==> src/rtl/pshift16_pkg.sv <==
package pshift16_pkg;

    localparam logic [6:0] OPC_PSHIFT = 7'b1111111;
    localparam logic [2:0] F3_PSHIFT  = 3'b000;

    localparam logic [6:0] F7_SRA     = 7'b0101000;
    localparam logic [6:0] F7_SRA_RND = 7'b0110000;
    localparam logic [6:0] F7_SRL     = 7'b0101001;
    localparam logic [6:0] F7_SRL_RND = 7'b0110001;
    localparam logic [6:0] F7_SLL     = 7'b0101010;
    localparam logic [6:0] F7_SLL_SAT = 7'b0110010;
    localparam logic [6:0] F7_SGN     = 7'b0101011;
    localparam logic [6:0] F7_SGN_RND = 7'b0110011;
    localparam logic [6:0] F7_I_SRA   = 7'b0111000;
    localparam logic [6:0] F7_I_SRL   = 7'b0111001;
    localparam logic [6:0] F7_I_SLL   = 7'b0111010;

    localparam int LANE_W = 16;
    localparam int AMT_W  = 4;

    typedef enum logic [2:0] {
        KIND_SRA,
        KIND_SRL,
        KIND_SLL,
        KIND_SLL_SAT,
        KIND_SIGNED
    } kind_e;

    typedef struct packed {
        logic             legal;
        kind_e            kind;
        logic             rnd;
        logic             imm_form;
        logic [AMT_W-1:0] imm_amt;
    } dec_t;

    typedef enum logic [1:0] {
        MODE_SHL,
        MODE_SHL_SAT,
        MODE_SHR_LOG,
        MODE_SHR_ARI
    } mode_e;

    typedef struct packed {
        mode_e            mode;
        logic             rnd;
        logic [AMT_W-1:0] amt;
    } lane_ctl_t;

    // Magnitude of a negative 5-bit amount; a magnitude of 16 becomes 15.
    function automatic logic [AMT_W-1:0] neg_mag_clamp(input logic [AMT_W:0] s);
        logic [AMT_W:0] m;
        m = ~s + 1'b1;
        return m[AMT_W] ? {AMT_W{1'b1}} : m[AMT_W-1:0];
    endfunction

endpackage

==> src/rtl/pshift16_decode.sv <==
module pshift16_decode
    import pshift16_pkg::*;
(
    input  logic [31:0] instr,
    output dec_t        dec
);
    logic [6:0] f7;
    logic       base_ok;
    logic [5:0] unused_fields;

    assign f7            = instr[31:25];
    assign base_ok       = (instr[6:0] == OPC_PSHIFT) && (instr[14:12] == F3_PSHIFT);
    assign unused_fields = {instr[19:15] == 5'd0, instr[11:7] == 5'd0};

    always_comb begin
        dec          = '0;
        dec.kind     = KIND_SRA;
        dec.imm_amt  = instr[23:20];
        dec.legal    = base_ok;
        unique case (f7)
            F7_SRA:     dec.kind = KIND_SRA;
            F7_SRA_RND: begin dec.kind = KIND_SRA;     dec.rnd = 1'b1; end
            F7_SRL:     dec.kind = KIND_SRL;
            F7_SRL_RND: begin dec.kind = KIND_SRL;     dec.rnd = 1'b1; end
            F7_SLL:     dec.kind = KIND_SLL;
            F7_SLL_SAT: dec.kind = KIND_SLL_SAT;
            F7_SGN:     dec.kind = KIND_SIGNED;
            F7_SGN_RND: begin dec.kind = KIND_SIGNED;  dec.rnd = 1'b1; end
            F7_I_SRA: begin
                dec.kind     = KIND_SRA;
                dec.rnd      = instr[24];
                dec.imm_form = 1'b1;
            end
            F7_I_SRL: begin
                dec.kind     = KIND_SRL;
                dec.rnd      = instr[24];
                dec.imm_form = 1'b1;
            end
            F7_I_SLL: begin
                dec.kind     = instr[24] ? KIND_SLL_SAT : KIND_SLL;
                dec.imm_form = 1'b1;
            end
            default:    dec.legal = 1'b0;
        endcase
    end
endmodule

==> src/rtl/pshift16_amt.sv <==
module pshift16_amt
    import pshift16_pkg::*;
#(
    parameter int XLEN = 64
) (
    input  dec_t            dec,
    input  logic [XLEN-1:0] src_b,
    output lane_ctl_t       ctl
);
    logic [AMT_W:0]       sgn_amt;
    logic [XLEN-AMT_W-2:0] unused_hi;

    assign sgn_amt   = src_b[AMT_W:0];
    assign unused_hi = src_b[XLEN-1:AMT_W+1];

    always_comb begin
        ctl.rnd  = dec.rnd;
        ctl.amt  = dec.imm_form ? dec.imm_amt : src_b[AMT_W-1:0];
        ctl.mode = MODE_SHR_ARI;
        unique case (dec.kind)
            KIND_SRA:     ctl.mode = MODE_SHR_ARI;
            KIND_SRL:     ctl.mode = MODE_SHR_LOG;
            KIND_SLL:     ctl.mode = MODE_SHL;
            KIND_SLL_SAT: ctl.mode = MODE_SHL_SAT;
            KIND_SIGNED: begin
                if (sgn_amt[AMT_W]) begin
                    ctl.mode = MODE_SHR_ARI;
                    ctl.amt  = neg_mag_clamp(sgn_amt);
                end else begin
                    ctl.mode = MODE_SHL_SAT;
                    ctl.amt  = sgn_amt[AMT_W-1:0];
                end
            end
            default:      ctl.mode = MODE_SHR_ARI;
        endcase
    end
endmodule

==> src/rtl/pshift16_lane.sv <==
module pshift16_lane
    import pshift16_pkg::*;
(
    input  lane_ctl_t         ctl,
    input  logic [LANE_W-1:0] a,
    output logic [LANE_W-1:0] y,
    output logic              sat
);
    logic [2*LANE_W-1:0]     wide;
    logic                    fits;
    logic [LANE_W:0]         src;
    logic signed [LANE_W:0]  trunc;
    logic                    rbit;
    logic [LANE_W-1:0]       right;
    logic                    unused_top;

    always_comb begin
        wide  = {{LANE_W{a[LANE_W-1]}}, a} << ctl.amt;
        fits  = (wide[2*LANE_W-1:LANE_W-1] == '0) || (wide[2*LANE_W-1:LANE_W-1] == '1);
        src   = (ctl.mode == MODE_SHR_ARI) ? {a[LANE_W-1], a} : {1'b0, a};
        trunc = $signed(src) >>> ctl.amt;
        rbit  = (ctl.rnd && (ctl.amt != '0)) ? src[ctl.amt - 4'd1] : 1'b0;
        right = trunc[LANE_W-1:0] + {{(LANE_W-1){1'b0}}, rbit};
    end

    assign unused_top = trunc[LANE_W];

    always_comb begin
        sat = 1'b0;
        unique case (ctl.mode)
            MODE_SHL:     y = wide[LANE_W-1:0];
            MODE_SHL_SAT: begin
                if (!fits) begin
                    sat = 1'b1;
                    y   = a[LANE_W-1] ? 16'h8000 : 16'h7FFF;
                end else begin
                    y   = wide[LANE_W-1:0];
                end
            end
            default:      y = right;
        endcase
    end
endmodule

==> src/rtl/pshift16_unit.sv <==
module pshift16_unit
    import pshift16_pkg::*;
#(
    parameter int XLEN = 64
) (
    input  logic            clk,
    input  logic            rst,
    input  logic            in_valid,
    input  logic [31:0]     instr,
    input  logic [XLEN-1:0] src_a,
    input  logic [XLEN-1:0] src_b,
    input  logic            sat_clr,
    output logic            out_valid,
    output logic            illegal,
    output logic [XLEN-1:0] result,
    output logic            sat_flag
);
    localparam int LANES = XLEN / LANE_W;

    dec_t              dec;
    lane_ctl_t         ctl;
    logic [XLEN-1:0]   lane_y;
    logic [LANES-1:0]  lane_sat;
    logic              any_sat;
    logic              take;

    pshift16_decode u_dec (
        .instr (instr),
        .dec   (dec)
    );

    pshift16_amt #(.XLEN(XLEN)) u_amt (
        .dec   (dec),
        .src_b (src_b),
        .ctl   (ctl)
    );

    for (genvar g = 0; g < LANES; g++) begin : g_lane
        pshift16_lane u_lane (
            .ctl (ctl),
            .a   (src_a[g*LANE_W +: LANE_W]),
            .y   (lane_y[g*LANE_W +: LANE_W]),
            .sat (lane_sat[g])
        );
    end

    assign any_sat = |lane_sat;
    assign take    = in_valid && dec.legal;

    always_ff @(posedge clk) begin
        if (rst) begin
            out_valid <= 1'b0;
            illegal   <= 1'b0;
            result    <= '0;
        end else begin
            out_valid <= take;
            illegal   <= in_valid && !dec.legal;
            if (take) begin
                result <= lane_y;
            end
        end
    end

    always_ff @(posedge clk) begin
        if (rst) begin
            sat_flag <= 1'b0;
        end else if (sat_clr) begin
            sat_flag <= 1'b0;
        end else if (take && any_sat) begin
            sat_flag <= 1'b1;
        end
    end
endmodule


==> config.mk <==
export PLATFORM = sky130hd
export DESIGN_NAME = pshift16_unit
export DESIGN_NICKNAME = d
export VERILOG_FILES = /design/src/rtl/pshift16_pkg.sv /design/src/rtl/pshift16_decode.sv /design/src/rtl/pshift16_amt.sv /design/src/rtl/pshift16_lane.sv /design/src/rtl/pshift16_unit.sv
export SDC_FILE = /design/constraint.sdc
export NUM_CORES = 1
export LEC_CHECK = 0
export ABC_AREA = 1
export BUFFER_PORTS_ARGS = -buffer_cell sky130_fd_sc_hd__buf_2
export CAP_MARGIN = 20
export CORE_UTILIZATION = 53
export DETAILED_ROUTE_END_ITERATION = 6
export PLACE_DENSITY = 0.79
export SYNTH_ARGS = -nofsm -noshare
export SYNTH_HDL_FRONTEND = slang
export SYNTH_SLANG_ARGS = --single-unit
==> constraint.sdc <==
create_clock -name clk -period 4 [get_ports clk]
set_clock_uncertainty 0.1 [all_clocks]
set_input_delay 0.2 -clock clk [delete_from_list [all_inputs] [get_ports clk]]
set_output_delay 0.2 -clock clk [all_outputs]
set_load 0.01 [all_outputs]
# After elaboration in Yosys (flattened, before gate mapping)
# Index checks and enable logic that the tools add are counted.
# op_classes
add_sub_neg	6
mul	0
n_div	0
order_cmp	1
n_eq_ne	22
shift	8
muxes	47
n_bitwise	1
n_reduce_logical	25
# ops
op	count
two-way mux 16 bit	8
one-hot mux 16 bit (2 select lines)	4
<< shifter 32 x 4 -> 32 bit	4
equality test 7 x 6 -> 1 bit (second input constant)	11
equality test 17 bit (second input constant)	4
zero test 17 bit	4
two-way mux 17 bit	4
>>> shifter 17 x 4 -> 16 bit	4
adder 16 x 1 -> 16 bit	4
two-way mux 1 bit	19
binary-select mux 1 bit (select 4 bit)	4
two-way mux 4 bit	4
one-hot mux 3 bit (5 select lines)	1
OR reduction 11 bit	1
OR reduction 3 bit	3
one-hot mux 2 bit (4 select lines)	1
equality test 7 bit (second input constant)	1
equality test 3 x 2 -> 1 bit (second input constant)	2
less-than comparator 4 x 6 -> 1 bit (second input constant)	1
OR reduction 2 bit	3
adder 5 x 1 -> 5 bit (second input constant)	1
logical AND 1 bit	5
NOT 5 bit	1
logical OR 1 bit	4
other kinds (12)	12
# word_totals
ff_bits	67
latchBits	0
ramBits	0
mem_bits_ro	0
inputBits	164
wordCells	114
memories	0

# Longest topological paths before layout
# Gate-level depths: netlist (run 1).
# depth
depth_word	12
mapped_depth	32
ltp_nobuf	30

# Cells and area by module
# From an unflattened synthesis (run 1), not the netlist that was laid out.
# hier_totals
hier_cells	2580
hier_area_um2	13414.1
# modules_own_cells
module	instances	cells_each	area_per_inst_um2	seq_area_each_um2
pshift16_lane (g_lane[0].u_lane ...)	2	549	2613.8	0.0
pshift16_lane (g_lane[3].u_lane)	1	538	2716.4	0.0
pshift16_lane (g_lane[2].u_lane)	1	544	2563.7	0.0
pshift16_unit	1	293	2373.5	1341.3
pshift16_decode	1	63	305.3	0.0
pshift16_amt	1	44	227.7	0.0

# Worst setup path before layout (run 1)
# No wires, ideal clock.
# synth_timing
path_kind	input port to flip-flop
from	input instr[28]
to	register result[30]
setup_ns	0.109
t_arrival_ns	3.501
t_required_ns	3.791
path_slack_ns	0.291
path_stages	28
path_buffers	5
path_cell_list	nor2_1 nand2_1 nor2_2 nor2_4 buf_6 nand3_1 nand2_2 inv_2 buf_2 buf_2 buf_2 clkbuf_1 nand2_1 inv_1 nor2_1 a21boi_0 a211oi_1 ha_1 ha_1 nand2_1 nor2_2 inv_2 nor2_1 nand3_1 nand3_1 nand3_1 nand2_1 inv_1
# synth_via
elab_chain_cells	11
word_cells_on_any_way	47
classes_between	add/sub (2); eq/ne (18); shift (2); mux (13); reduce/logical (12)
# synth_lines
item	line_no	rtl
start, declared	pshift16_unit.sv:9	input logic [31:0] instr,
equality test 7 x 6 -> 1 bit	pshift16_decode.sv:20	unique case (f7)
OR reduction 3 bit (no source line) or OR reduction 2 bit (tied branches)	-	
one-hot mux 3 bit (5 select lines) or two-way mux 1 bit (tied branches)	pshift16_decode.sv:20	
equality test 3 bit or two-way mux 4 bit (tied branches)	pshift16_amt.sv:20, pshift16_amt.sv:18	
two-way mux 4 bit	pshift16_amt.sv:20	unique case (dec.kind)
subtractor 4 x 1 -> 4 bit	pshift16_lane.sv:22	rbit = (ctl.rnd && (ctl.amt != '0)) ? src[ctl.amt - 4'd1] : 1'b0;
binary-select mux 1 bit (select 4 bit)	pshift16_lane.sv:22	
two-way mux 1 bit (not written as such)	pshift16_lane.sv:22	
two-way mux 1 bit	pshift16_lane.sv:22	
adder 16 x 1 -> 16 bit	pshift16_lane.sv:23	right = trunc[LANE_W-1:0] + {{(LANE_W-1){1'b0}}, rbit};
one-hot mux 16 bit (2 select lines)	pshift16_lane.sv:30	unique case (ctl.mode)
end signal, assigned	pshift16_unit.sv:59	result <= lane_y;
end, declared	pshift16_unit.sv:15	output logic [XLEN-1:0] result,
# Several ways; a longest one is shown, not always the timed one. The select of a mux whose other input is x is not followed.
# A chain may end at the register's enable or synchronous reset.

# Worst setup path after layout (run 1)
# layout_timing
from	input instr[25]
to	register result[26]
# Same word-level chain as after synthesis.

==> flow_summary.json, run 1 <==
{
  "status": "finished clean",
  "pin_count": 231,
  "h-tree-depth": 3,
  "drtPass1Iterations": 6,
  "place_congestion": 1.01,
  "post-route-period-util_pct": 90.1,
  "rows": 56,
  "fmax_ghz": 0.278,
  "vias": 18000,
  "synth_area_um2": 12700,
  "arrival_ns": 3.74,
  "ys_types": 49,
  "ys_seq_elements": 67,
  "drv_cap": 0,
  "dp_hpwl_um": 39400,
  "initial_core_util_pct": 54.1,
  "start_kind": "primary input",
  "drt_iter0_markers": 1926,
  "cts_setup_buffers": 0,
  "portBuffers": 161,
  "drc_errors": 0,
  "crit_required_ns": 4.14,
  "p_leak_nw": 8.15,
  "slew_viol_final": 0,
  "cts.sinks": 67,
  "post_dp_cell_area_um2": 14200,
  "slew_headroom_pct": 52.6,
  "path_max_fanout": 46,
  "root_buffer": "clkbuf_16",
  "syn_to_final_growth_pct": 14.4,
  "tightestPinTransition_ns": 0.703,
  "drt-total-wl_um": 52000,
  "numCtsBuffers": 9,
  "seq_area_frac_synth_pct": 10.6,
  "syn-mean-instance-area_um2": 4.93,
  "ir_drop_v": 0.000247,
  "setup_viol": 0,
  "synth.top_cell.area_share_pct": 26.7,
  "fin_nets": 2890,
  "clk-insertion-delay-late_ns": 0.34,
  "die_x_um": 157,
  "fin_area_um2": 14500,
  "cts_resized": 0,
  "grt_pass1_wl_um": 81900,
  "die-area_um2": 24600,
  "finalSetupTns_ns": 0,
  "holdCritPathClass": "primary input to flop",
  "worstSetupPathType": "primary input to flop",
  "seqCellArea_um2": 1340,
  "synth_top_area_cell": "nand2_1",
  "period_needed_ns": 3.60,
  "synthCells": 2576,
  "drt.antenna.violating_nets": 0,
  "antennaDiodeCount": 0,
  "route.detailed.wl_per_inst_um": 17.1,
  "holdBufCountCts": 2,
  "drive_gt1_share_pct": 13.4,
  "chipHeight_um": 157,
  "p_total_w": 0.00346,
  "cts_tree": "built",
  "end_kind": "flop",
  "core-area_um2": 23500,
  "hold_viol": 0,
  "grt_max_degree": 144,
  "vias_per_cell": 5.93,
  "rsz0062_at_grt": "false",
  "grt-ovfl-total": 0,
  "synthTopCellsByArea": "nand2_1 27%, nand3_1 23%, dfxtp_1 11%",
  "clk_pin_slew_worst_paths_ns": 0.06,
  "antenna_found_initial": 0,
  "nFillCells": 2517,
  "first_global_vias": 16600,
  "synth_fp_nets": 2750,
  "multiInputGateArea_um2": 9750,
  "cts_max_path_buffers": 2,
  "p_per_area_nw_per_um2": 238,
  "ys_warn_count": 0,
  "grt.total_usage_pct": 42.4
}
==> power by group <==
| group | internal [W] | switching, W | leakage [nW] |
|---|---|---|---|
| clock | 0.000612 | 0.000325 | 0.167 |
| sequential | 0.000668 | 0.000000115 | 0.540 |
| combinational | 0.000586 | 0.00127 | 7.44 |
| total | 0.00187 | 0.00159 | 8.15 |
==> kinds of logic after synthesis <==
| logic type | count (synthesis) | share of synthesized area [%] |
|---|---|---|
| buffers and inverters | 382 | 12.9 |
| AND/OR/NAND/NOR | 1792 | 61.3 |
| AO/OA/AOI/OAI | 324 | 14.2 |
| adder cells (fa/ha/maj) | 10 | 0.985 |
| XOR/XNOR | 1 | 0.0690 |
| flip-flops | 67 | 10.6 |
==> cell type report <==
class,instances,area share [%]
sequential,67,9.23
clock buffer,10,1.58
timing repair buffer,272,12.4
inverter,239,6.19
tap,319,2.75
multi-input combinational,2127,67.1
clock inverter,6,0.775
==> path summary, 6_finish.rpt <==
kind,startpoint,endpoint,slack (ns),cells past startpoint
worst max-delay path,instr[25],result[26],0.40,26
worst min-delay path,src_a[32],result[32],0.07,3
worst max register to register,result[30],result[30],3.17,3
worst min register to register,sat_flag,sat_flag,0.36,2
==> per-stage QoR <==
| stage | setup WS, ns | util, % | hold WS (ns) | std cells |
|---|---|---|---|---|
| global placement | 0.225 | 60.4 | 0.296 | 3022 |
| finish | 0.398 | 61.9 | 0.0733 | 3040 |
| CTS | 0.477 | 61.9 | 0.0342 | 3040 |
| detailed placement | 0.123 | 60.4 | 0.303 | 3022 |
| global route | 0.0397 | 61.9 | 0.0763 | 3040 |
| floorplan | 0.291 | - | 0.184 | 2576 |
==> placed cells by master (no fill, tap or decap), types with 14 or more instances in the layout <==
cell type	synthesis	layout
o21ai_0	146	146
a31oi_1	26	26
nand2_2	29	26
nand2_1	904	904
o21ai_1	43	43
nor2_1	194	193
nor2_2	15	15
dfxtp_1	67	67
nand3_1	596	596
buf_4	20	96
nand4_1	15	15
inv_2	16	14
inv_1	220	220
a21oi_1	63	63
buf_2	57	161
==> cell usage after synthesis, drive strengths merged <==
cell and n:
o31ai 1, o22ai 2, nand4 15, a32oi 1
a21oi 64, o21a 9, nand2 935, a31oi 26
or2 3, o2bb2ai 1, nand3 602, nor2 213
ha 10, a211oi 1, clkinv 3, nor4 1
a32o 6, clkbuf 41, and3 1, a221oi 4
nand3b 9, and2 3, buf 102, dfxtp 67
xor2 1, o21ai 190, a21o 1, nor3 10
inv 236, o211ai 13, a21boi 1, o21bai 3
a22oi 1
==> critical path: stages <==
cell	delay (ns)
buf_2	0.12
nand2_1	0.07
clkinv_1	0.08
nand2_1	0.08
nor2_2	0.05
nor2_4	0.26
inv_2	0.11
o21ai_1	0.16
nand2_4	0.12
clkinv_2	0.09
buf_12	0.22
buf_4	0.43
o211ai_1	0.17
nand3_1	0.13
nand2_1	0.07
inv_1	0.05
ha_1	0.22
ha_1	0.20
nand2_1	0.09
nor2_2	0.18
buf_4	0.16
nand4_1	0.12
nand3_1	0.11
nand3_1	0.08
nand2_1	0.08
inv_1	0.03
==> registers in the layout, summed over array words and instances (netlist names) <==
signal	count
result	64
sat_flag	1
out_valid	1
illegal	1
==> metal layers <==
| metal | part of all wire [%] | track usage, % | wire length, µm |
|---|---|---|---|
| met2 | 47 | 72.4 | 24600 |
| met4 | 9.2 | 36.7 | 4800 |
| met3 | 8.2 | 6.59 | 4290 |
| met1 | 35 | 45.8 | 18300 |
| met5 | 0 | 0 | 0 |
Power figures use the tool's default switching activity.
==> run 2, diff against run 1 <==
CORE_ASPECT_RATIO = 2   (was default)
==> run 2 against run 1 <==
Against the previous run:
- the run now ends with DRC left
- wire length decreased by 6.1%
- worst setup slack worse by 0.014 ns
- sequential power hardly changed
- count of clock-buffer cells in the layout stayed put
- non-clock buffer count shrank 11
- critical endpoint is now result[8]
- highest routed layer unchanged
==> flow_summary.json, run 2 (synthesis gave the netlist of run 1 again) <==
{
  "drt.antenna.violating_nets": 0,
  "fin_area_um2": 14300,
  "finalSetupTns_ns": 0,
  "seqPwrFrac_pct": 21.0,
  "final_cell_mix": "904 x nand2_1, 596 x nand3_1, 219 x inv_1, 193 x nor2_1, 161 x buf_2",
  "end_kind": "flop",
  "drive_gt1_share_pct": 13.1,
  "ir_drop_v": 0.000193,
  "max_stage_delay_ns": 0.30,
  "die_x_um": 111,
  "drt-total-wl_um": 48900,
  "dp_hpwl_um": 37900,
  "rows": 79,
  "grt.total_usage_pct": 38.7,
  "antenna_found_initial": 0,
  "p_per_area_nw_per_um2": 223,
  "first_global_vias": 15500,
  "path_max_fanout": 6,
  "worstSetupPathType": "primary input to flop",
  "rsz0062_at_grt": "false",
  "initial_core_util_pct": 54.2,
  "cp_slowest_cell": "a21oi_1",
  "grt-ovfl-total": 0,
  "fmax_ghz": 0.277,
  "drt_iter0_markers": 2252,
  "violations": "DRC",
  "period_needed_ns": 3.62,
  "top_register": "result",
  "place_congestion": 0.982,
  "swShare_pct": 47.8,
  "tightestPinTransition_ns": 0.760,
  "arrival_ns": 3.76,
  "clkPwrFrac_pct": 23.0,
  "drv_cap": 0,
  "instances_no_fill": 2992,
  "p_switching_w": 0.00152,
  "vias": 17600,
  "pin_count": 231,
  "vias_per_cell": 5.89,
  "root_buffer": "clkbuf_16",
  "post_dp_cell_area_um2": 14000,
  "p_leak_nw": 8.04,
  "antennaDiodeCount": 0,
  "largest_reg_flops": 64,
  "post-route-period-util_pct": 90.4,
  "drc_errors": 28,
  "slew_viol_final": 0,
  "start_kind": "primary input",
  "cp-startpoint": "instr[30]",
  "drtPass1Iterations": 7,
  "setup_viol": 0,
  "cts_tree": "built",
  "crit_top_cell": "nand2_1",
  "cts_setup_buffers": 0,
  "holdCritPathClass": "primary input to flop",
  "numCtsBuffers": 9,
  "clk_pin_slew_worst_paths_ns": 0.06,
  "whs_ns": 0.0393,
  "hold_viol": 0,
  "die-area_um2": 24600,
  "cts_max_path_buffers": 2,
  "cts.sinks": 67,
  "slew_headroom_pct": 48.8,
  "route.detailed.wl_per_inst_um": 16.3,
  "grt_pass1_wl_um": 77500,
  "clk-insertion-delay-late_ns": 0.34,
  "grt_max_degree": 144,
  "chipHeight_um": 221,
  "worstHoldStart": "src_a[32]",
  "syn_to_final_growth_pct": 12.6,
  "post-place-cells": 2975,
  "status": "finished, violations left",
  "h-tree-depth": 3,
  "portBuffers": 161,
  "crit_required_ns": 4.14,
  "intPower_w": 0.00167,
  "core-area_um2": 23400,
  "pwr-share-comb_pct": 56.0,
  "reg2reg_from": "result[15]",
  "mostFrequentLayoutCell": "nand2_1",
  "fin_util_pct": 61.1,
  "fin_nets": 2879
}
==> run 2: cell count changes in the layout (fill, tap and decap cells not counted), sizes merged <==
cell / delta
clkinvlp: +2
clkinv: +1
bufinv: -3
buf: -11
inv: -1
==> run 2: cell type report <==
| cell class | count | area, µm² |
|---|---|---|
| repair buffers | 261 | 1690 |
| well taps | 283 | 354 |
| flip-flops and latches | 67 | 1340 |
| clock buffers | 10 | 239 |
| multi-input cells | 2127 | 9750 |
| clock inverters | 5 | 30.0 |
| fillers | 2537 | 9120 |
| inverters | 239 | 900 |
==> run 2: power groups by stage <==
stage | Sequential [W] | Clock, W | Combinational (W)
2_1_floorplan | 0.000683 | 0 | 0.00126
3_3_place_gp | 0.000683 | 0 | 0.00170
3_5_place_dp | 0.000683 | 0 | 0.00173
4_1_cts | 0.000668 | 0.000744 | 0.00173
5_1_grt | 0.000668 | 0.000767 | 0.00197
6_report | 0.000668 | 0.000735 | 0.00179
==> run 2: stage by stage <==
| step | setup slack (ns) | power (W) |
|---|---|---|
| floorplan | 0.291 | 0.00194 |
| global placement | 0.232 | 0.00239 |
| detailed placement | 0.105 | 0.00241 |
| CTS | 0.454 | 0.00315 |
| global route | 0.0161 | 0.00341 |
| finish | 0.384 | 0.00319 |
==> run 2: timing repair <==
action | 4_1_cts | 5_1_grt
hold buffers | 2 | 0
endpoints found under the hold margin | 2 | 0
resized for setup | 0 | 1
endpoints found under the setup margin | 0 | 1
==> run 2: worst max-delay path, delay by kind of cell <==
| family | cells | cell delay [ns] |
|---|---|---|
| compound gates | 4 | 0.66 |
| fa+ha+maj | 2 | 0.42 |
| buf+inv | 6 | 0.61 |
| simple gates | 17 | 1.87 |
==> run 2: layer usage <==
metal  up-vias  global-route usage (%)  wire, µm
li1       8719                       -         -
met1      7741                    50.7     20200
met2      1007                    62.2     21800
met3       164                    3.92      4160
met4         0                    20.1      2730
met5         -                       0         0
==> run 2: worst paths after layout <==
check                                  end  slack, ns  cells past startpoint
worst min register to register    sat_flag       0.35                      2
worst max register to register  result[15]       3.20                      2
worst min-delay path            result[32]       0.04                      3
worst max-delay path             result[8]       0.38                     29
